$ cat config.mk
export PLATFORM = sky130hd
export DESIGN_NAME = dac_cmd_decoder
export DESIGN_NICKNAME = d
export VERILOG_FILES = /design/src/rtl/dcd_pkg.sv /design/src/rtl/dcd_decode.sv /design/src/rtl/dcd_chan.sv /design/src/rtl/dac_cmd_decoder.sv
export SDC_FILE = /design/constraint.sdc
export NUM_CORES = 1
export LEC_CHECK = 0
export ABC_CLOCK_PERIOD_IN_PS = 950
export BUFFER_PORTS_ARGS = -buffer_cell sky130_fd_sc_hd__buf_2
export CAP_MARGIN = 20
export CORE_ASPECT_RATIO = 0.8
export CORE_MARGIN = 2
export CORE_UTILIZATION = 53
export CTS_BUF_LIST = sky130_fd_sc_hd__clkbuf_8
export CTS_CLUSTER_DIAMETER = 80
export DETAILED_ROUTE_END_ITERATION = 8
export GPL_TIMING_DRIVEN = 1
export PLACE_DENSITY_LB_ADDON = 0.3
export RECOVER_POWER = 25
export SETUP_SLACK_MARGIN = 0.05
export SLEW_MARGIN = 20
export SYNTH_ARGS = -nofsm -noshare
export SYNTH_HDL_FRONTEND = slang
export SYNTH_SLANG_ARGS = --single-unit
$ cat constraint.sdc
create_clock -name clk_i -period 0.95 [get_ports clk_i]
set_input_delay 0.19 -clock clk_i [delete_from_list [all_inputs] [get_ports clk_i]]
set_output_delay 0.19 -clock clk_i [all_outputs]
set_load 0.005 [all_outputs]
$ cat src/rtl/dcd_pkg.sv
`timescale 1ns/1ps
package dcd_pkg;
  parameter int unsigned DATA_W = 13;
  parameter int unsigned CMD_W  = 3;
  parameter int unsigned NUM_CH = 2;
  localparam int unsigned WORD_W = DATA_W + CMD_W;
  localparam int unsigned EXT_W  = 3;
  localparam int unsigned ARG_BIT = DATA_W - EXT_W - 1;

  typedef enum logic [CMD_W-1:0] {
    F_EXT      = 3'b000,
    F_LD_A     = 3'b001,
    F_LD_A_UPD = 3'b010,
    F_LD_BOTH  = 3'b011,
    F_XFER     = 3'b100,
    F_LD_B     = 3'b101,
    F_LD_B_UPD = 3'b110,
    F_SD_BOTH  = 3'b111
  } field_e;

  typedef enum logic [EXT_W-1:0] {
    X_NOP    = 3'b000,
    X_XFER_A = 3'b001,
    X_UPO_LO = 3'b010,
    X_UPO_HI = 3'b011,
    X_MODE   = 3'b100,
    X_XFER_B = 3'b101,
    X_SD_A   = 3'b110,
    X_SD_B   = 3'b111
  } ext_e;

  typedef struct packed {
    logic [NUM_CH-1:0] ld_in;
    logic [NUM_CH-1:0] xfer;
    logic [NUM_CH-1:0] sd;
    logic              upo_we;
    logic              upo_val;
    logic              mode_we;
    logic              mode_val;
  } act_t;
endpackage

$ cat src/rtl/dcd_decode.sv
`timescale 1ns/1ps
module dcd_decode
  import dcd_pkg::*;
(
  input  logic [WORD_W-1:0] word_i,
  input  logic              valid_i,
  input  logic              pdl_i,
  output act_t              act_o
);
  field_e field;
  ext_e   ext;

  assign field = field_e'(word_i[WORD_W-1 -: CMD_W]);
  assign ext   = ext_e'(word_i[DATA_W-1 -: EXT_W]);

  always_comb begin
    act_o = '0;
    act_o.upo_val  = (ext == X_UPO_HI);
    act_o.mode_val = word_i[ARG_BIT];
    if (valid_i) begin
      unique case (field)
        F_LD_A:     act_o.ld_in[0] = 1'b1;
        F_LD_B:     act_o.ld_in[1] = 1'b1;
        F_LD_A_UPD: begin act_o.ld_in[0] = 1'b1; act_o.xfer = '1; end
        F_LD_B_UPD: begin act_o.ld_in[1] = 1'b1; act_o.xfer = '1; end
        F_LD_BOTH:  begin act_o.ld_in = '1; act_o.xfer = '1; end
        F_XFER:     act_o.xfer = '1;
        F_SD_BOTH:  act_o.sd = {NUM_CH{pdl_i}};
        F_EXT: begin
          unique case (ext)
            X_XFER_A: act_o.xfer[0] = 1'b1;
            X_XFER_B: act_o.xfer[1] = 1'b1;
            X_SD_A:   act_o.sd[0]   = pdl_i;
            X_SD_B:   act_o.sd[1]   = pdl_i;
            X_UPO_LO, X_UPO_HI: act_o.upo_we = 1'b1;
            X_MODE:   act_o.mode_we = 1'b1;
            default:  ;
          endcase
        end
        default: ;
      endcase
    end
  end
endmodule

$ cat src/rtl/dcd_chan.sv
`timescale 1ns/1ps
module dcd_chan
  import dcd_pkg::*;
(
  input  logic              clk_i,
  input  logic              rst_ni,
  input  logic              clr_i,
  input  logic              ld_i,
  input  logic              xfer_i,
  input  logic              sd_i,
  input  logic              pdl_i,
  input  logic [DATA_W-1:0] data_i,
  output logic [DATA_W-1:0] out_o,
  output logic              active_o
);
  logic [DATA_W-1:0] in_q, in_nxt, out_q;
  logic              sd_q;

  assign in_nxt = ld_i ? data_i : in_q;

  always_ff @(posedge clk_i or negedge rst_ni) begin
    if (!rst_ni) begin
      in_q  <= '0;
      out_q <= '0;
      sd_q  <= 1'b0;
    end else if (clr_i) begin
      in_q  <= '0;
      out_q <= '0;
      sd_q  <= 1'b0;
    end else begin
      in_q <= in_nxt;
      if (xfer_i) begin
        out_q <= in_nxt;
        sd_q  <= 1'b0;
      end else if (sd_i) begin
        sd_q <= 1'b1;
      end else if (!pdl_i) begin
        sd_q <= 1'b0;
      end
    end
  end

  // lockout low wakes without a clock
  assign active_o = ~(sd_q & pdl_i);
  assign out_o    = out_q;
endmodule

$ cat src/rtl/dac_cmd_decoder.sv
`timescale 1ns/1ps
module dac_cmd_decoder
  import dcd_pkg::*;
(
  input  logic              clk_i,
  input  logic              rst_ni,
  input  logic [WORD_W-1:0] word_i,
  input  logic              word_valid_i,
  input  logic              clr_ni,
  input  logic              pdl_i,
  output logic [DATA_W-1:0] out_a_o,
  output logic [DATA_W-1:0] out_b_o,
  output logic [NUM_CH-1:0] active_o,
  output logic              upo_o,
  output logic              dout_mode_o
);
  act_t              act;
  logic [DATA_W-1:0] ch_out [NUM_CH];
  logic              upo_q, mode_q;

  dcd_decode u_dec (
    .word_i  (word_i),
    .valid_i (word_valid_i),
    .pdl_i   (pdl_i),
    .act_o   (act)
  );

  for (genvar c = 0; c < NUM_CH; c++) begin : g_ch
    dcd_chan u_ch (
      .clk_i    (clk_i),
      .rst_ni   (rst_ni),
      .clr_i    (~clr_ni),
      .ld_i     (act.ld_in[c]),
      .xfer_i   (act.xfer[c]),
      .sd_i     (act.sd[c]),
      .pdl_i    (pdl_i),
      .data_i   (word_i[DATA_W-1:0]),
      .out_o    (ch_out[c]),
      .active_o (active_o[c])
    );
  end

  always_ff @(posedge clk_i or negedge rst_ni) begin
    if (!rst_ni) begin
      upo_q  <= 1'b0;
      mode_q <= 1'b0;
    end else if (!clr_ni) begin
      upo_q  <= 1'b0;
      mode_q <= 1'b0;
    end else begin
      if (act.upo_we)  upo_q  <= act.upo_val;
      if (act.mode_we) mode_q <= act.mode_val;
    end
  end

  assign out_a_o     = ch_out[0];
  assign out_b_o     = ch_out[1];
  assign upo_o       = upo_q;
  assign dout_mode_o = mode_q;
endmodule

# Yosys cells after proc, flatten, opt, wreduce, memory -nomap -nowiden
# Cells that the tools add are included.
# totals
reg_bits	56
input_bits	21
elab_cells	70
# classes
eq_ne	20
n_mux	33
bitwise_logic	4
n_reduce_logical	5
# op_table
op	count
13-bit two-way mux	8
3-bit == test, second input constant	8
1-bit two-way mux	22
3-bit by 2-bit == test with 1-bit output, second input constant	4
2-bit by 1-bit != test with 1-bit output, second input constant	4
4-bit by 2-bit != test with 1-bit output, second input constant	2
2-bit case mux with 2 select lines	2
7-bit two-way mux	1
3-bit by 1-bit == test with 1-bit output, second input constant	2
3-bit OR reduction	2
4-bit OR reduction	1
3-bit zero test	1
1-bit AND	2
1-bit inverter	2
2-bit OR reduction	1

# Logic depth before layout (Yosys ltp)
# depth
ltp_word	8
depth_mapped	7
mapped_depth_nobuf	4

# By module
# A second synthesis with hierarchy kept.
# unflattened
hier_cells	213
area_unflattened_um2	2421.1
# by_module_without_submodules
mod	instances	cells_per_inst	area_per_inst_um2	seq_area_each_um2
dcd_chan (g_ch[1].u_ch)	1	90	1074.8	675.6
dcd_chan (g_ch[0].u_ch)	1	90	1072.3	675.6
dcd_decode	1	26	192.7	0.0
dac_cmd_decoder	1	7	81.3	50.0

# Least setup slack after synthesis
# OpenSTA, ideal clock, no wires.
# synth_timing
path_kind	input -> register
from	input port word_i[15]
to	register g_ch[0].u_ch.out_q[0]
setup_time_ps	132
t_arrival_ps	1264
slack_ps	-446
cell_stages	6
cell_sequence	buf_6 > buf_8 > nor3b_4 > buf_8 > mux2i_1 > a211oi_2
# synth_via
elab_chain_len	7
# synth_lines
item	line_no	rtl
start: declaration	dac_cmd_decoder.sv:7	input logic [WORD_W-1:0] word_i,
3-bit by 1-bit == test with 1-bit output or 3-bit by 2-bit == test with 1-bit output (tied branches)	dcd_decode.sv:21	unique case (field)
3-bit OR reduction (no source line)	-	
1-bit two-way mux	dcd_decode.sv:21	
7-bit two-way mux *	dcd_decode.sv:20	if (valid_i) begin
13-bit two-way mux	dcd_chan.sv:19	assign in_nxt = ld_i ? data_i : in_q;
13-bit two-way mux	dcd_chan.sv:32	if (xfer_i) begin
13-bit two-way mux	dcd_chan.sv:26	end else if (clr_i) begin
end signal: assignment	dcd_chan.sv:33	out_q <= in_nxt;
end: declaration	dcd_chan.sv:16	logic [DATA_W-1:0] in_q, in_nxt, out_q;
# Every way passes the cells marked *; elsewhere a longest branch is shown, timed or not. The select of a mux whose other input is x is not followed.
# A chain may end at the register's enable or synchronous reset.

# Worst setup path after layout
# layout_timing
from	input port word_i[12]
to	register g_ch[0].u_ch.out_q[5]
# layout_via
elab_chain_len	5
# layout_lines
item	line_no	rtl
3-bit by 1-bit == test with 1-bit output	dcd_decode.sv:30	unique case (ext)
1-bit two-way mux	dcd_decode.sv:30	
2-bit case mux with 2 select lines	dcd_decode.sv:21	
7-bit two-way mux	dcd_decode.sv:20	
2-bit by 1-bit != test with 1-bit output (no source line)	-	
# No other way between the ends.

==> impl_metrics.csv <==
group,metric,value,unit
drt,drc,0,
layout,area_delta_synth_final,58.1,%
worst_setup_path,cp-end-kind,"flip-flop",
worst_setup_path,r2r_end,"g_ch[1].u_ch.out_o[11]$_DFFE_PN0P_",
drt,vias_per_cell,6.12,
synth,seq_area_frac_synth,45.7,%
worst_setup_path,cp_max_fo,5,
sta,drv_slew,0,
hold_path,hold_class,"in2reg",
floorplan,initial_core_util,55.5,%
sta,rsz0062_at_grt,"true",
worst_setup_path,critPathKind,"in2reg",
sta,tightest_slew,0.521,ns
floorplan,ioPinCount,51,
drt,ant_nets,0,
synth,synth_cell_types,33,
global_routing,grt_use_total,31.5,%
drt,wl,10900,µm
pwr,cellLeakagePower,2.29,nW
synth,syn-num-nets,310,
placement,gp_congestion,0.848,
synth,syn_inst,289,
sta,setup_viol,86,
layout,final_common_cell,"buf_4",
synth,syn-cell-area,3070,µm²
sta,tns,-10.54,ns
pwr,peakVddDrop,1140,µV
drt,wire_per_inst,22.1,µm
global_routing,grt_overflow_total,0,
worst_setup_path,reg2regPathDepth,4,
pwr,total_power,0.00605,W
layout,final_nets,436,
clock_network,htree_levels,2,
synth,synth-edff-count,0,
sta,holdWs,0.148,ns
layout,drive_gt1_share,55.0,%
sta,finalClockSkew,0.00751,ns
global_routing,grt_max_degree,57,
synth,syn_avg_cell_area,10.6,µm²
sta,period_minus_slack,1.17,ns
outcome,outcome,"finished, violations left",
floorplan,dieArea,6420,µm²
synth,synthFlopType,"dfrtp_1",
worst_setup_path,worstPathRequired,1.17,ns
clock_network,clk_latency,0.31,ns
worst_setup_path,rrSetupSlack,-0.19,ns
layout,layout_common_cells,"72 x buf_4, 55 x dfrtp_1, 44 x buf_2",
global_routing,grt_antenna_before_repair,0,
synth,synth-seq-cells,56,
sta,slew_headroom,65.3,%
drt,first_pass_iters,5,
hold_path,whs_path_depth,3,
placement,io_buffers,50,
sta,fmax,854,MHz
worst_setup_path,crit_arrival,1.40,ns
placement,pre_cts_ws,-0.595,ns
hold_path,min_from,"pdl_i",
clock_network,cts_sinks,56,
synth,ys_warn_count,0,
job,cap_violations,0,
clock_network,cts_root_buf,"clkbuf_8",
drt,vias,3021,
clock_network,cts_tree,"built",
global_routing,grt_pass1_wl,15300,µm
placement,dp_hpwl,4910,µm
pwr,power.density,1250,nW/µm²
clock_network,clk_pin_slew,0.10,ns
synth,async_reset_ff_share,100,%
sta,fin_ws,-0.221,ns
clock_network,clk_path_buf_depth,2,
outcome,violations,"setup timing",
layout,fin_util,87.8,%
floorplan,std_cell_rows,24,
sta,period_share,123,%
hold_path,hold_end,"g_ch[0].u_ch.sd_q$_DFFE_PN0P_",
sta,finalHoldViolCount,0,
drt,drtIter0Drc,208,
worst_setup_path,timing.rr.start,"g_ch[1].u_ch.in_q[11]$_DFF_PN0_",
worst_setup_path,startpoint_type,"input pin",
floorplan,core-area,5530,µm²
layout,antennaDiodeCount,0,
floorplan,die_h,72.1,µm
global_routing,grt_pass1_vias,2991,
clock_network,cts_inserted_buffers,5,
floorplan,die_w,89.1,µm
## synthesized netlist by cell type (6+ instances only)
cell | n | area share [%]
a21o_1 | 13 | 3.2
nor2_1 | 30 | 3.7
buf_2 | 12 | 2.0
nor3b_1 | 13 | 3.2
a21oi_1 | 13 | 2.1
nand2_1 | 30 | 3.7
o22ai_1 | 13 | 2.6
clkbuf_1 | 6 | 0.73
buf_6 | 6 | 2.2
a22o_1 | 13 | 3.7
mux2i_1 | 41 | 13
a211oi_2 | 11 | 4.5
dfrtp_1 | 56 | 46
## sequential cells by signal (all words and copies together) (netlist names)
signal	cells
g_ch.u_ch.in_q	26
g_ch.u_ch.out_o	26
g_ch.u_ch.sd_q	2
dout_mode_o	1
upo_o	1
## report_power, final
part	internal [W]	leakage, nW	total [W]	switching [W]
Sequential	0.00250	0.762	0.00258	0.0000792
Clock	0.000931	0.0645	0.00171	0.000779
Combinational	0.000892	1.47	0.00175	0.000863
Total	0.00432	2.29	0.00605	0.00172
## worst max path at each step
| stage | cells after the start | start | slack [ns] | to |
|---|---|---|---|---|
| 3_3_place_gp | 6 | word_i[13] | -0.56 | g_ch[1].u_ch.out_o[9]$_DFFE_PN0P_ |
| 6_report | 7 | word_i[12] | -0.22 | g_ch[0].u_ch.out_o[5]$_DFFE_PN0P_ |
| 5_1_grt | 7 | word_i[15] | -0.25 | g_ch[0].u_ch.out_o[10]$_DFFE_PN0P_ |
| 3_5_place_dp | 6 | word_i[13] | -0.59 | g_ch[1].u_ch.out_o[5]$_DFFE_PN0P_ |
| 2_1_floorplan | 6 | word_i[15] | -0.43 | g_ch[0].u_ch.out_o[0]$_DFFE_PN0P_ |
| 4_1_cts | 7 | word_i[12] | -0.14 | g_ch[0].u_ch.out_o[11]$_DFFE_PN0P_ |
## per-layer routing
| metal | routed length, µm | up-vias | global-route usage, % | share of wire (%) |
|---|---|---|---|---|
| met2 | 5470 | 184 | 54.2 | 50 |
| met1 | 4200 | 1494 | 39.5 | 38 |
| met4 | 512 | 0 | 12.4 | 4.7 |
| li1 | - | 1294 | - | - |
| met3 | 728 | 49 | 5.46 | 6.7 |
| met5 | 0 | - | 0 | 0 |
## cells by family after synthesis
| family | after synthesis | synth area share, % |
|---|---|---|
| AOI/OAI and AO/OA | 72 | 18.5 |
| adders and majority gates | 1 | 0.326 |
| buffers and inverters | 32 | 7.22 |
| DFF | 56 | 45.7 |
| muxes | 41 | 13.4 |
| and+or+nand+nor | 87 | 14.9 |
## worst max-delay path, cell delays in order
cell	delay [ns]
buf_6	0.10
buf_4	0.14
nor4b_4	0.25
o31a_4	0.27
clkbuf_16	0.18
nor2_1	0.05
a211oi_2	0.21
## cell type report
| cell class | instances | area, µm² |
|---|---|---|
| sequential | 56 | 1400 |
| fill | 276 | 673 |
| multi-input combinational | 201 | 1910 |
| inverter | 1 | 3.75 |
| tap | 78 | 97.6 |
| clock inverter | 1 | 30.0 |
| clock buffer | 7 | 96.3 |
| timing repair buffer | 150 | 1310 |
## per-stage QoR
stage	cells	cell area [µm²]
after global routing	494	4850
after global placement	438	3680
after floorplan	289	3130
final	494	4850
after detailed placement	438	3680
after CTS	477	4520
## repair_timing
item / in CTS / in global routing
hold buffers: 1 / 0
setup endpoints to repair: 86 / 86
cloned: 3 / 3
buffers inserted: 27 / 16
resized for setup: 83 / 42
pin swaps: 19 / 16
endpoints found under the hold margin: 56 / 0
Power figures use the tool's default switching activity.
